### config.mk
export PLATFORM = sky130hd
export DESIGN_NAME = ccm_blk_fmt
export DESIGN_NICKNAME = d
export VERILOG_FILES = /design/src/rtl/ccm_fmt_pkg.sv /design/src/rtl/ccm_beat_packer.sv /design/src/rtl/ccm_slot_ctrl.sv /design/src/rtl/ccm_blk_fmt.sv
export SDC_FILE = /design/constraint.sdc
export NUM_CORES = 1
export LEC_CHECK = 0
export CAP_MARGIN = 20
export CORE_AREA = 2 2 259 261
export DETAILED_ROUTE_END_ITERATION = 10
export DIE_AREA = 0 0 261 263
export PLACE_DENSITY = 0.51
export SETUP_SLACK_MARGIN = 0.5
export SKIP_LAST_GASP = 1
export SLEW_MARGIN = 10
export SYNTH_ARGS = -nofsm -noshare
export SYNTH_HDL_FRONTEND = slang
export SYNTH_SLANG_ARGS = --single-unit
### constraint.sdc
create_clock -name clk_i -period 6.2 [get_ports clk_i]
set_clock_uncertainty 0.1 [all_clocks]
set_input_delay 1.86 -clock clk_i [delete_from_list [all_inputs] [get_ports clk_i]]
set_output_delay 1.86 -clock clk_i [all_outputs]
set_load 0.02 [all_outputs]
### src/rtl/ccm_fmt_pkg.sv
package ccm_fmt_pkg;
  localparam int unsigned BLK_W   = 128;
  localparam int unsigned NONCE_W = 104;
  localparam int unsigned LEN_W   = 16;           // L = 2 bytes
  localparam int unsigned Q_W     = LEN_W - 3;    // ceil(len/16) fits
  localparam logic [7:0]  B0_FLAGS  = 8'h59;      // adata, (M-2)/2=3, L-1=1
  localparam logic [7:0]  CTR_FLAGS = 8'h01;      // L-1

  typedef enum logic [1:0] {ST_IDLE, ST_HDR, ST_SLOT, ST_EMIT} fmt_st_e;
endpackage

### src/rtl/ccm_beat_packer.sv
module ccm_beat_packer
  import ccm_fmt_pkg::*;
#(
  parameter int unsigned BEAT_W = 16
) (
  input  logic                clk_i,
  input  logic                rst_ni,
  input  logic                load_i,
  input  logic [LEN_W-1:0]    len_i,
  input  logic                gather_i,
  input  logic                clr_i,
  input  logic                beat_vld_i,
  input  logic [BEAT_W-1:0]   beat_i,
  output logic                beat_rdy_o,
  output logic                full_o,
  output logic [BLK_W-1:0]    blk_o
);
  localparam int unsigned BPB   = BEAT_W / 8;
  localparam int unsigned BEATS = BLK_W / BEAT_W;
  localparam int unsigned CNT_W = $clog2(BEATS + 1);

  logic [CNT_W-1:0]  beat_q;
  logic [LEN_W-1:0]  rem_q, rem_nxt;
  logic [BLK_W-1:0]  blk_q;
  logic [BEAT_W-1:0] beat_w;
  logic              pad_only, step;

  assign full_o     = (beat_q == CNT_W'(BEATS));
  assign pad_only   = (rem_q == '0);
  assign beat_rdy_o = gather_i && !full_o && !pad_only;
  // padding beats advance without touching the stream
  assign step       = gather_i && !full_o && (pad_only || beat_vld_i);
  assign rem_nxt    = (rem_q > LEN_W'(BPB)) ? rem_q - LEN_W'(BPB) : '0;

  always_comb begin
    for (int b = 0; b < BPB; b++) begin
      beat_w[BEAT_W-1-8*b -: 8] = (rem_q > LEN_W'(b)) ? beat_i[BEAT_W-1-8*b -: 8] : 8'h00;
    end
  end

  always_ff @(posedge clk_i or negedge rst_ni) begin
    if (!rst_ni) begin
      beat_q <= '0;
      rem_q  <= '0;
      blk_q  <= '0;
    end else if (load_i) begin
      beat_q <= '0;
      rem_q  <= len_i;
    end else if (clr_i) begin
      beat_q <= '0;
    end else if (step) begin
      beat_q <= beat_q + 1'b1;
      rem_q  <= rem_nxt;
      blk_q  <= {blk_q[BLK_W-BEAT_W-1:0], beat_w};
    end
  end

  assign blk_o = blk_q;
endmodule

### src/rtl/ccm_slot_ctrl.sv
module ccm_slot_ctrl
  import ccm_fmt_pkg::*;
#(
  parameter int unsigned SLOT_CYC = 10
) (
  input  logic             clk_i,
  input  logic             rst_ni,
  input  logic             start_i,
  input  logic [Q_W-1:0]   q_i,
  input  logic             full_i,
  output fmt_st_e          state_o,
  output logic [LEN_W-1:0] cnt_o,
  output logic             load_o
);
  localparam int unsigned TMR_W    = $clog2(SLOT_CYC);
  localparam logic [TMR_W-1:0] TMR_LAST = TMR_W'(SLOT_CYC - 2); // gather cycles minus one

  fmt_st_e          st_q;
  logic [TMR_W-1:0] tmr_q;
  logic [LEN_W-1:0] cnt_q;
  logic [Q_W-1:0]   q_q;

  assign load_o = (st_q == ST_IDLE) && start_i;

  always_ff @(posedge clk_i or negedge rst_ni) begin
    if (!rst_ni) begin
      st_q  <= ST_IDLE;
      tmr_q <= '0;
      cnt_q <= '0;
      q_q   <= '0;
    end else begin
      unique case (st_q)
        ST_IDLE: if (start_i) begin
          q_q   <= q_i;
          cnt_q <= LEN_W'(1);
          st_q  <= ST_HDR;
        end
        ST_HDR: begin
          tmr_q <= '0;
          st_q  <= (q_q == '0) ? ST_IDLE : ST_SLOT;
        end
        ST_SLOT: begin
          if (tmr_q != TMR_LAST) tmr_q <= tmr_q + 1'b1;
          else if (full_i)       st_q  <= ST_EMIT;
        end
        ST_EMIT: begin
          tmr_q <= '0;
          if (cnt_q == LEN_W'(q_q)) st_q <= ST_IDLE;
          else begin
            cnt_q <= cnt_q + 1'b1;
            st_q  <= ST_SLOT;
          end
        end
        default: st_q <= ST_IDLE;
      endcase
    end
  end

  assign state_o = st_q;
  assign cnt_o   = cnt_q;
endmodule

### src/rtl/ccm_blk_fmt.sv
module ccm_blk_fmt
  import ccm_fmt_pkg::*;
#(
  parameter int unsigned BEAT_W   = 16,
  parameter int unsigned SLOT_CYC = 10
) (
  input  logic              clk_i,
  input  logic              rst_ni,
  input  logic              start_i,
  input  logic [7:0]        prio_i,
  input  logic [47:0]       ta_i,
  input  logic [47:0]       pn_i,
  input  logic [15:0]       len_i,
  input  logic              beat_vld_i,
  input  logic [BEAT_W-1:0] beat_i,
  output logic              beat_rdy_o,
  output logic              hdr_vld_o,
  output logic [127:0]      b0_o,
  output logic [127:0]      a0_o,
  output logic              blk_vld_o,
  output logic [127:0]      blk_o,
  output logic [127:0]      ctr_o
);
  fmt_st_e            st;
  logic [LEN_W-1:0]   cnt;
  logic               load, full;
  logic [LEN_W:0]     len_rnd;
  logic [Q_W-1:0]     q_w;
  logic [NONCE_W-1:0] nonce_q;
  logic [LEN_W-1:0]   len_q;

  assign len_rnd = {1'b0, len_i} + (LEN_W+1)'(15);
  assign q_w     = len_rnd[LEN_W:4];

  always_ff @(posedge clk_i or negedge rst_ni) begin
    if (!rst_ni) begin
      nonce_q <= '0;
      len_q   <= '0;
    end else if (load) begin
      nonce_q <= {prio_i, ta_i, pn_i};
      len_q   <= len_i;
    end
  end

  ccm_slot_ctrl #(.SLOT_CYC(SLOT_CYC)) u_ctrl (
    .clk_i   (clk_i),
    .rst_ni  (rst_ni),
    .start_i (start_i),
    .q_i     (q_w),
    .full_i  (full),
    .state_o (st),
    .cnt_o   (cnt),
    .load_o  (load)
  );

  ccm_beat_packer #(.BEAT_W(BEAT_W)) u_pack (
    .clk_i      (clk_i),
    .rst_ni     (rst_ni),
    .load_i     (load),
    .len_i      (len_i),
    .gather_i   (st == ST_SLOT),
    .clr_i      (st == ST_EMIT),
    .beat_vld_i (beat_vld_i),
    .beat_i     (beat_i),
    .beat_rdy_o (beat_rdy_o),
    .full_o     (full),
    .blk_o      (blk_o)
  );

  assign hdr_vld_o = (st == ST_HDR);
  assign blk_vld_o = (st == ST_EMIT);
  assign b0_o      = {B0_FLAGS, nonce_q, len_q};
  assign a0_o      = {CTR_FLAGS, nonce_q, 16'h0000};
  assign ctr_o     = {CTR_FLAGS, nonce_q, cnt};
endmodule

# Word level (Yosys, flattened, before mapping)
# Cells that the tools add are included.
[totals]
regBits = 303
word_cells = 72
[classes]
n_addsub = 5
magnitude_cmp = 3
n_eq_ne = 12
n_mux = 20
n_bitwise = 2
reduce_logical = 21
[op_table]
columns = ["op", "count"]
rows = [
  ["$mux 16", 6],
  ["$gt 16x1->1 const B", 2],
  ["$pmux 16 s2", 1],
  ["$add 16x4->17 const B", 1],
  ["$add 16x1->16 const B", 1],
  ["$eq 16x13->1", 1],
  ["$gt 16x2->1 const B", 1],
  ["$logic_not 16->1", 1],
  ["$mux 4", 4],
  ["$mux 8", 2],
  ["$sub 16x2->16 const B", 1],
  ["$logic_not 13->1", 1],
  ["$mux 2", 5],
  ["$ne 2x2->1 const B", 5],
  ["$reduce_and 3->1", 3],
  ["$add 4x1->4 const B", 2],
  ["$pmux 2 s4", 1],
  ["$pmux 4 s2", 1],
  ["$reduce_and 2->1", 3],
  ["$reduce_bool 2->1", 3],
  ["$eq 2x2->1 const B", 2],
  ["$eq 4x4->1 const B", 1],
  ["$logic_and 1x1->1", 4],
  ["$ne 4x4->1 const B", 1],
  ["8 further kinds", 10],
]

# Logic depth before layout (Yosys ltp)
# Gate-level depths: netlist of run 1.
[logic_depth]
depth_word = 7
ltp_mapped = 10

# By module
# A second synthesis of run 1 with hierarchy kept.
[hier_totals]
hier_cells = 1431
area_unflattened_um2 = 14575.2
[by_module_without_submodules]
columns = ["mod", "n_inst", "cells_each", "area_per_inst_um2", "seq_area_each_um2"]
rows = [
  ["ccm_blk_fmt", 1, 538, 6556.3, 3002.9],
  ["ccm_beat_packer", 1, 679, 6080.8, 3703.6],
  ["ccm_slot_ctrl", 1, 214, 1938.1, 875.8],
]

# Least setup slack after synthesis of run 1
# OpenSTA, ideal clock, no wires.
[synth_timing]
kind = "input port to flip-flop"
startpoint = "input len_i[3]"
endpoint = "register u_ctrl.q_q[11]"
setup_ns = 0.135
arrival_ns = 3.018
required_time_ns = 5.965
slack_ns = 2.947
path_stages = 6
path_buffers = 0
path_cell_list = "or4_1 > nand4_1 > nor3_1 > nand3_1 > xor2_1 > o21ai_0"
[synth_via]
elab_chain_cells = 1
[synth_lines]
columns = ["item", "line", "source"]
rows = [
  ["start, declared", "ccm_blk_fmt.sv:13", "input logic [15:0] len_i,"],
  ["$add 16x4->17", "ccm_blk_fmt.sv:32", "assign len_rnd = {1'b0, len_i} + (LEN_W+1)'(15);"],
  ["end signal, assigned", "ccm_slot_ctrl.sv:34", "q_q <= q_i;"],
  ["end, declared", "ccm_slot_ctrl.sv:21", "logic [Q_W-1:0] q_q;"],
]
# No other way between the ends.
# A chain may end at the register's enable or synchronous reset.

# Final worst setup path of run 1
[layout_timing]
startpoint = "register u_pack.rem_q[13]"
endpoint = "output beat_rdy_o"
[layout_via]
elab_chain_cells = 3
[layout_lines]
columns = ["item", "line", "source"]
rows = [
  ["start, declared", "ccm_beat_packer.sv:23", "logic [LEN_W-1:0] rem_q, rem_nxt;"],
  ["start signal, assigned", "ccm_beat_packer.sv:48", "rem_q <= len_i;"],
  ["start signal, assigned", "ccm_beat_packer.sv:53", "rem_q <= rem_nxt;"],
  ["$logic_not 16->1", "ccm_beat_packer.sv:29", "assign pad_only = (rem_q == '0);"],
  ["$logic_not 1->1", "ccm_beat_packer.sv:30", "assign beat_rdy_o = gather_i && !full_o && !pad_only;"],
  ["$logic_and 1x1->1", "ccm_beat_packer.sv:30", ""],
  ["end, declared", "ccm_blk_fmt.sv:16", "output logic beat_rdy_o,"],
]
# No other way between the ends.

==> results of run 1 <==
state kept, by name (all words and copies together), names as in the netlist:
register and flops:
u_pack.rem_q 16, nonce_q 104, u_pack.beat_q 4, u_ctrl.q_q 13, u_ctrl.tmr_q 4, u_ctrl.state_o 2, u_pack.blk_o 128, u_ctrl.cnt_o 16
len_q 16
power breakdown:
part           internal, mW  switching, mW  total [mW]
Combinational          2.93           3.43        6.37
Sequential             2.86          0.980        3.84
Clock                  1.27          0.904        2.18
Total                  7.06           5.32        12.4
cell usage in the layout, fill, tap and decap left out, types with 3 or more instances in the layout:
cell and count:
nand2_1 767, clkdlybuf4s50_1 613, dfrtp_1 303, conb_1 40, clkbuf_16 38, nand3_1 33
nor2_1 32, o21ai_0 29, xnor2_1 24, a21oi_1 16, inv_1 13, nand4_1 12
xor2_1 11, nor3_1 10, o211ai_1 7, clkbuf_1 7, clkinv_2 7, a211oi_1 6
nor4_1 6, mux2i_1 6, ha_1 6, diode_2 5, and2_1 5, nor2b_1 5
clkbuf_8 5, buf_12 5, or4_1 3, o21ai_1 3
metal layers:
layer / routed length, um / up-vias / part of all wire, % / global-route usage [%]
met5: 38 / - / 0.074 / 0
met1: 21400 / 5632 / 42 / 17.6
met2: 24500 / 381 / 48 / 24.0
li1: - / 5676 / - / -
met4: 1510 / 6 / 2.9 / 4.88
met3: 3700 / 85 / 7.2 / 4.13
how the worst max path moves through the flow:
| stage | end | from | cells after the start |
|---|---|---|---|
| after global placement | beat_rdy_o | u_pack.rem_q[13] | 4 |
| after CTS | beat_rdy_o | u_pack.rem_q[13] | 4 |
| after global routing | beat_rdy_o | u_pack.rem_q[3] | 4 |
| final | beat_rdy_o | u_pack.rem_q[13] | 4 |
| after detailed placement | beat_rdy_o | u_pack.rem_q[13] | 4 |
| after floorplan | u_ctrl.q_q[11] | len_i[3] | 6 |
cell usage after synthesis (4+ instances only):
cell type  instances
xor2_1            11
mux2i_1            6
nand4_1           12
nor4_1             6
nor2_1            32
buf_1              4
clkbuf_1          34
nand3_1           33
xnor2_1           24
o21ai_0           29
nand2_1          768
buf_4            248
a21oi_1           16
dfrtp_1          303
and2_1             6
inv_1             13
o211ai_1           7
a211oi_1           6
buf_2             21
buf_6             12
ha_1               6
nor2b_1            5
nor3_1            10
through the flow:
| step | total power, mW | std cells | setup WS (ps) | util, % |
|---|---|---|---|---|
| floorplan | 7.54 | 1694 | 2950 | - |
| global placement | 10.2 | 2860 | 2070 | 30.0 |
| detailed placement | 10.3 | 2860 | 2000 | 30.0 |
| CTS | 12.6 | 2925 | 1360 | 31.8 |
| global route | 13.1 | 2926 | 1220 | 31.8 |
| finish | 12.4 | 2930 | 1480 | 31.8 |
area by class of cell:
type | instances | area, um2
clock buffer | 50 | 1050
clock inverter | 15 | 153
tap | 864 | 1080
fill | 6842 | 44800
multi-input combinational | 1059 | 4690
timing repair buffer | 621 | 6270
inverter | 13 | 48.8
antenna | 5 | 12.5
sequential | 303 | 7580
worst min-delay path, delay by kind of cell (launching register included):
kind | cells | cell delay, ps
flops | 1 | 340
simple gates | 2 | 100
logic make-up after synthesis:
family	synth area share [%]
muxes	0.574
other	0.0522
buffers and inverters	15.9
adders and majority gates	0.521
AOI/OAI and AO/OA	3.30
DFF	52.7
and+or+nand+nor	24.8
xor gates and xnor gates	2.13
==> reports/results.tsv, run 1 <==
stage	metric	value	unit
yosys	synth_edf_count	0	
place	portBuffers	614	
hold_path	whs_path_depth	2	
critical_path	crit_arrival	2760	ps
yosys	netlist_area	14400	um2
critical_path	end_kind	output port	
cts	ctsResizeCount	0	
sta	worst_pin_slew	1010	ps
yosys	synth_top_cell_by_area	dfrtp_1	
critical_path	cp_slowest_stage_delay	590	ps
critical_path	critPathTopFamily	simple AND/OR/NAND/NOR gates	
sta	hold_slack	373	ps
grt	grt_overflow	0	
sta	fmax	212	MHz
critical_path	cp_cell_sequence	nor4_4, nand4_2, nor2b_1, clkdlybuf4s50_1	
grt	grt_pass1_wl	75300	um
cts	clk_latency	560	ps
drt	viasPerCell	4.02	
critical_path	critPathBufInv	1	
sta	period_share	76.1	%
cells_and_area	postLayoutCellArea	20900	um2
place	place_congestion	0.790	
grt	grt_pass1_vias	11463	
power_and_ir_drop	peakVddDrop	0.279	mV
floorplanning	chipHeight	263	um
critical_path	crit-reg2reg-launch	u_pack.beat_q[1]	
cells_and_area	drive_gt1_share	3.98	%
sta	final_hold_viol_count	0	
sta	slew_violations	0	
cells_and_area	nets	2182	
cts	htreeDepth	2	
place	hpwlAfterDp	38000	um
drt	dr.pass1.iters	5	
critical_path	worstSetupPathType	reg -> out	
cts	numCtsBuffers	38	
cells_and_area	syn2layout_area_growth	45.0	%
cts	clk_pin_slew	60	ps
sta	relSlewSlack	32.2	%
cts	post_cts_buffers	0	
power_and_ir_drop	leakage	9.62	nW
critical_path	crit_required	4240	ps
floorplanning	core	65600	um2
critical_path	reg2reg_to	u_pack.blk_o[94]	
cts	cts_tree	done	
yosys	synth_cells	1656	
floorplanning	start_util	21.9	%
floorplanning	dieArea	68600	um2
critical_path	critPathLaunchType	flip-flop	
cts	cts_max_path_buffers	3	
yosys	synthArstFlopShare	100	%
floorplanning	pin_count	655	
hold_path	min-delay-start	u_pack.blk_o[124]	
yosys	ys_seq_area_share	52.7	%
yosys	synth_top_area_share	52.7	%
cts	postCtsHoldBufs	0	
yosys	ys_ff_latch	303	
drt	route.detailed.drc	0	
sta	fin_tns_setup	0	ps
critical_path	reg2reg_depth	8	
yosys	synth_flop_cell	dfrtp_1	
floorplanning	rows	94	
drt	vias	11780	
grt	grt_max_degree	129	
place	place_area	19700	um2
critical_path	cp_slowest_cell	clkdlybuf4s50_1	
drt	drt-total-wl	51100	um
yosys	syn_avg_cell_area	8.69	um2
sta	setup_violations	0	
critical_path	path_max_fanout	11	
sta	rsz0062_at_grt	false	
drt	dr.first_iter.drc_count	757	
cts	root_buffer	clkbuf_16	
job	drv_cap	0	
cts	cts.sinks	303	
critical_path	reg2reg_slack	3300	ps
hold_path	hold_end	u_pack.blk_o[124]	
power_and_ir_drop	cellPowerDensity	593	nW/um2
drt	wl_per_cell	17.4	um
outcome	status	finished, final reports clean	
yosys	yosysUniqueCellTypes	50	
drt	antenna_left	0	
grt	track_usage	14.4	%
yosys	synth_area_leaders	dfrtp_1 (53%), nand2_1 (20%), buf_4 (13%)	
yosys	yosys_warnings	0	
sta	period_minus_slack	4720	ps
floorplanning	chipWidth	261	um
hold_path	hold_class	reg -> reg	
grt	antenna_found_initial	8	
(Power assumes the default switching activity.)
==> run 2, diff against run 1 <==
--- a/config.mk
+++ b/config.mk
@@ -6,10 +6,10 @@
 export NUM_CORES = 1
 export LEC_CHECK = 0
 export CAP_MARGIN = 20
-export CORE_AREA = 2 2 259 261
+export CORE_AREA = 2 2 252 254
 export DETAILED_ROUTE_END_ITERATION = 10
-export DIE_AREA = 0 0 261 263
-export PLACE_DENSITY = 0.51
+export DIE_AREA = 0 0 254 256
+export PLACE_DENSITY = 0.53
 export SETUP_SLACK_MARGIN = 0.5
 export SKIP_LAST_GASP = 1
 export SLEW_MARGIN = 10
==> constraint.sdc (replaced) <==
create_clock -name clk_i -period 4.9 [get_ports clk_i]
set_clock_uncertainty 0.1 [all_clocks]
set_input_delay 1.47 -clock clk_i [delete_from_list [all_inputs] [get_ports clk_i]]
set_output_delay 1.47 -clock clk_i [all_outputs]
set_load 0.02 [all_outputs]
==> reports/results.tsv, run 2 (synthesized netlist as in run 1, its figures left out) <==
stage	metric	value	unit
outcome	status	finished, final reports clean	
sta	relSlewSlack	30.4	%
cts	cts.sinks	303	
cts	numCtsBuffers	37	
critical_path	critPathBufInv	1	
drt	drt-total-wl	50200	um
drt	viasPerCell	4.05	
cts	post_cts_buffers	0	
hold_path	hold_class	reg -> reg	
critical_path	worstSetupPathType	reg -> out	
sta	rsz0062_at_grt	false	
cells_and_area	drive_gt1_share	3.97	%
place	place_ws	1130	ps
power_and_ir_drop	p_seq_share	31.1	%
critical_path	reg2reg_slack	2110	ps
power_and_ir_drop	p_sw	6.69	mW
floorplanning	start_util	23.1	%
critical_path	cp_slowest_cell	clkdlybuf4s50_1	
job	drv_cap	0	
place	portBuffers	614	
grt	grt_pass1_wl	74000	um
cts	cts_max_path_buffers	3	
sta	slew_violations	0	
floorplanning	rows	92	
place	place_congestion	0.797	
power_and_ir_drop	cellPowerDensity	748	nW/um2
sta	period_share	86.2	%
grt	grt_overflow	0	
cts	postCtsHoldBufs	0	
drt	antenna_left	0	
grt	track_usage	14.8	%
critical_path	cp_cell_sequence	nor4_1, nand4_4, nor2b_1, clkdlybuf4s50_1	
critical_path	cp_num_cells	4	
power_and_ir_drop	switching_share	42.7	%
power_and_ir_drop	p_int	8.96	mW
sta	fmax	237	MHz
critical_path	crit_required	3330	ps
sta	setup_violations	0	
power_and_ir_drop	comb_power_share	51.6	%
drt	wl_per_cell	17.2	um
cts	htreeDepth	2	
grt	grt_pass1_vias	11417	
cts	clk_latency	560	ps
sta	period_minus_slack	4230	ps
drt	dr.pass1.iters	5	
floorplanning	pin_count	655	
hold_path	whs_path_depth	2	
floorplanning	chipHeight	256	um
sta	final_hold_viol_count	0	
critical_path	cp_slowest_stage_delay	600	ps
floorplanning	dieArea	65000	um2
critical_path	reg2reg_depth	6	
sta	worst_pin_slew	1030	ps
critical_path	path_max_fanout	11	
cells_and_area	largest_reg_flops	128	
power_and_ir_drop	peakVddDrop	0.321	mV
drt	route.detailed.drc	0	
critical_path	critPathTopFamily	simple AND/OR/NAND/NOR gates	
drt	dr.first_iter.drc_count	741	
cells_and_area	nets	2186	
floorplanning	chipWidth	254	um
critical_path	end_kind	output port	
grt	antenna_found_initial	6	
cts	root_buffer	clkbuf_16	
sta	setup_ws	675	ps
place	hpwlAfterDp	37500	um
drt	vias	11805	
cts	cts_tree	done	
floorplanning	core	62400	um2
cells_and_area	syn2layout_area_growth	45.3	%
critical_path	critPathLaunchType	flip-flop	
cells_and_area	layout_commonest_cell	nand2_1	
cts	clk_pin_slew	60	ps
cells_and_area	layout_common_cells	nand2_1 (767), clkdlybuf4s50_1 (613), dfrtp_1 (303), conb_1 (40), clkbuf_16 (38)	
power_and_ir_drop	clkPwrFrac	17.3	%
grt	grt_max_degree	129	
power_and_ir_drop	leakage	9.66	nW
sta	fin_tns_setup	0	ps
critical_path	crit_arrival	2660	ps
==> run 2: cell count changes in the layout (fill, tap and decap cells not counted), sizes merged <==
cell / delta
buf: +5
clkbuf: +4
clkinv: -4
clkinvlp: -2
diode: -1
inv: -1
==> run 2: per-stage QoR <==
stage / area, um2 / instances / hold slack, ps / total power, mW / util (%)
final: 20900 / 2913 / 376 / 15.6 / 33.5
after global placement: 19700 / 2847 / 360 / 13.0 / 31.6
after global routing: 20900 / 2910 / 390 / 16.5 / 33.5
after floorplan: 14500 / 1694 / 389 / 9.54 / -
after detailed placement: 19700 / 2847 / 364 / 13.1 / 31.6
after CTS: 20900 / 2909 / 378 / 15.9 / 33.5
==> run 2: repair_timing <==
item | in CTS | in global routing
setup endpoints to repair | 1 | 1
gates resized for setup | 1 | 1
pin swaps | 0 | 0
==> run 2: layout make-up <==
cell class	instances	area, um2
repair buffers	626	6330
diodes	4	10.0
clock inverters	8	116
fillers	6526	41500
inverters	13	48.8
multi-input cells	1059	4700
flip-flops and latches	303	7580
clock buffers	54	1070
well taps	846	1060
==> run 2: path summary, 6_finish.rpt <==
kind	from	endpoint
setup reg to reg	u_pack.rem_q[1]	u_pack.blk_o[104]
max in group asynchronous	rst_ni	u_ctrl.q_q[6]
hold / removal	u_pack.blk_o[112]	u_pack.blk_o[112]
hold reg to reg	u_pack.blk_o[112]	u_pack.blk_o[112]
setup / recovery	u_pack.rem_q[1]	beat_rdy_o
min in group asynchronous	rst_ni	u_pack.blk_o[107]
==> run 2: power by group through the flow <==
stage          Combinational (mW)  Sequential, mW  Clock (mW)
4_1_cts                      8.19            4.87        2.83
3_3_place_gp                 8.11            4.85           0
6_report                     8.07            4.86        2.71
3_5_place_dp                 8.16            4.91           0
5_1_grt                      8.58            5.04        2.93
2_1_floorplan                3.84            5.70           0
==> run 2: worst reg2reg max path, cell delays in order (launching register included) <==
cell	delay (ps)
dfrtp_1	430
nor4_1	510
nand4_4	310
a21oi_4	500
buf_12	430
nand2_1	340
nand2_1	90
==> run 2: per-layer routing <==
metal | global-route usage, % | vias up | wire length (um)
met5 | 0 | - | 33
met4 | 4.79 | 6 | 1210
met3 | 4.46 | 75 | 3930
met2 | 24.6 | 387 | 24200
met1 | 18.3 | 5652 | 20800
li1 | - | 5685 | -
==> run 3, diff against run 2 <==
--- a/config.mk
+++ b/config.mk
@@ -6,13 +6,15 @@
 export NUM_CORES = 1
 export LEC_CHECK = 0
 export CAP_MARGIN = 20
-export CORE_AREA = 2 2 252 254
+export CELL_PAD_IN_SITES_DETAIL_PLACEMENT = 0
+export CELL_PAD_IN_SITES_GLOBAL_PLACEMENT = 1
+export CORE_AREA = 2 2 257 259
 export DETAILED_ROUTE_END_ITERATION = 10
-export DIE_AREA = 0 0 254 256
-export PLACE_DENSITY = 0.53
+export DIE_AREA = 0 0 259 261
+export PLACE_DENSITY = 0.66
 export SETUP_SLACK_MARGIN = 0.5
 export SKIP_LAST_GASP = 1
-export SLEW_MARGIN = 10
+export SLEW_MARGIN = 25
 export SYNTH_ARGS = -nofsm -noshare
 export SYNTH_HDL_FRONTEND = slang
 export SYNTH_SLANG_ARGS = --single-unit
==> reports/results.tsv, run 3 (synthesized netlist as in run 1, its figures left out) <==
stage	metric	value	unit
cts	postCtsHoldBufs	0	
sta	period_share	86.2	%
grt	track_usage	14.6	%
sta	fmax	237	MHz
place	hpwlAfterDp	38700	um
cells_and_area	final_core_util	32.6	%
cts	cts_max_path_buffers	3	
cells_and_area	layoutNonFillerInstCount	2935	
cts	cts.sinks	303	
critical_path	critPathLaunch	u_pack.beat_q[0]	
power_and_ir_drop	cellPowerDensity	766	nW/um2
job	drv_cap	0	
sta	setup_ws	675	ps
cts	clk_latency	570	ps
grt	grt_pass1_vias	11494	
critical_path	reg2reg_slack	2060	ps
critical_path	reg2reg_to	u_pack.beat_q[2]	
place	dp.cells	2864	
sta	slew_violations	0	
floorplanning	pin_count	655	
sta	hold_slack	375	ps
hold_path	hold_end	u_pack.blk_o[116]	
place	place_congestion	0.841	
hold_path	hold_class	reg -> reg	
place	place_area	19700	um2
cells_and_area	postLayoutCellArea	21200	um2
power_and_ir_drop	leakage	9.79	nW
cts	clk_pin_slew	60	ps
place	place_ws	1110	ps
drt	antenna_left	0	
critical_path	worstSetupPathType	reg -> out	
grt	grt_overflow	0	
critical_path	crit_required	3330	ps
sta	relSlewSlack	35.5	%
cells_and_area	syn2layout_area_growth	47.3	%
sta	period_minus_slack	4230	ps
critical_path	reg2reg_depth	7	
sta	fin_tns_setup	0	ps
hold_path	whs_path_depth	2	
floorplanning	start_util	22.1	%
hold_path	min-delay-start	u_pack.blk_o[116]	
cells_and_area	antenna_cells	0	
grt	antenna_found_initial	1	
cells_and_area	largest_reg_flops	128	
cells_and_area	nets	2187	
cells_and_area	layout_commonest_cell	nand2_1	
power_and_ir_drop	finalPower	16.2	mW
critical_path	crit_arrival	2660	ps
grt	grt_pass1_wl	75800	um
outcome	status	finished, final reports clean	
sta	setup_violations	0	
cells_and_area	layout_common_cells	nand2_1 (767), clkdlybuf4s50_1 (613), dfrtp_1 (303), conb_1 (40), clkbuf_16 (40)	
grt	grt_max_degree	133	
floorplanning	dieArea	67600	um2
floorplanning	chipWidth	259	um
drt	drt-total-wl	51800	um
sta	worst_pin_slew	959	ps
floorplanning	chipHeight	261	um
drt	route.detailed.drc	0	
place	portBuffers	614	
critical_path	critPathLaunchType	flip-flop	
cts	root_buffer	clkbuf_16	
sta	final_hold_viol_count	0	
floorplanning	rows	94	
drt	dr.pass1.iters	5	
critical_path	crit-reg2reg-launch	u_pack.rem_q[13]	
cts	post_cts_buffers	0	
critical_path	path_max_fanout	5	
power_and_ir_drop	peakVddDrop	0.350	mV
cells_and_area	drive_gt1_share	4.54	%
drt	dr.first_iter.drc_count	777	
cts	cts_tree	done	
floorplanning	core	65000	um2
sta	rsz0062_at_grt	false	
drt	vias	11797	
cts	htreeDepth	2	
drt	wl_per_cell	17.6	um
drt	viasPerCell	4.02	
critical_path	end_kind	output port	
cts	numCtsBuffers	39	
run 3: changes by cell type in the layout (fill, tap and decap cells not counted), moves of 3 or more:
cell / change
bufinv_16: +8
clkbuf_1: -3
clkbuf_8: -3
diode_2: -4
run 3: cell type report:
cell class	instances	area, um2
clock buffers	50	1070
clock inverters	21	380
fillers	6749	43800
inverters	13	48.8
multi-input cells	1059	4720
flip-flops and latches	303	7580
well taps	864	1080
repair buffers	625	6330
run 3: per-layer routing:
metal | GRT usage, % | vias to the layer above | part of all wire [%]
met3 | 3.21 | 93 | 5.4
met4 | 5.28 | 2 | 3.4
li1 | - | 5685 | -
met1 | 19.1 | 5617 | 44
met5 | 0 | - | 0.015
met2 | 23.8 | 400 | 47
run 3: repair_timing:
action | CTS | global route
gates cloned | 0 | 0
gates resized for setup | 1 | 3
pin swaps | 0 | 0
endpoints found under the setup margin | 1 | 1
run 3: worst max-delay path, cell delays in order (launching register included):
cell and delay [ps]:
dfrtp_1 420, inv_1 70, ha_1 150, nand2_1 70, o21ai_0 660, nor2b_1 140, clkdlybuf4s50_1 580
run 3: worst max-delay path by stage:
stage | endpoint | slack [ps] | depth (start not counted)
after floorplan | u_ctrl.q_q[11] | 2040 | 6
after global routing | beat_rdy_o | 500 | 6
final | beat_rdy_o | 670 | 6
after CTS | beat_rdy_o | 530 | 4
after global placement | beat_rdy_o | 1120 | 4
after detailed placement | beat_rdy_o | 1110 | 4
run 3: where the power goes:
part,internal [mW],switching (mW),leakage [nW]
Sequential,3.61,1.28,3.84
Combinational,3.73,4.37,5.23
Clock,2.08,1.17,0.708
Total,9.42,6.82,9.79
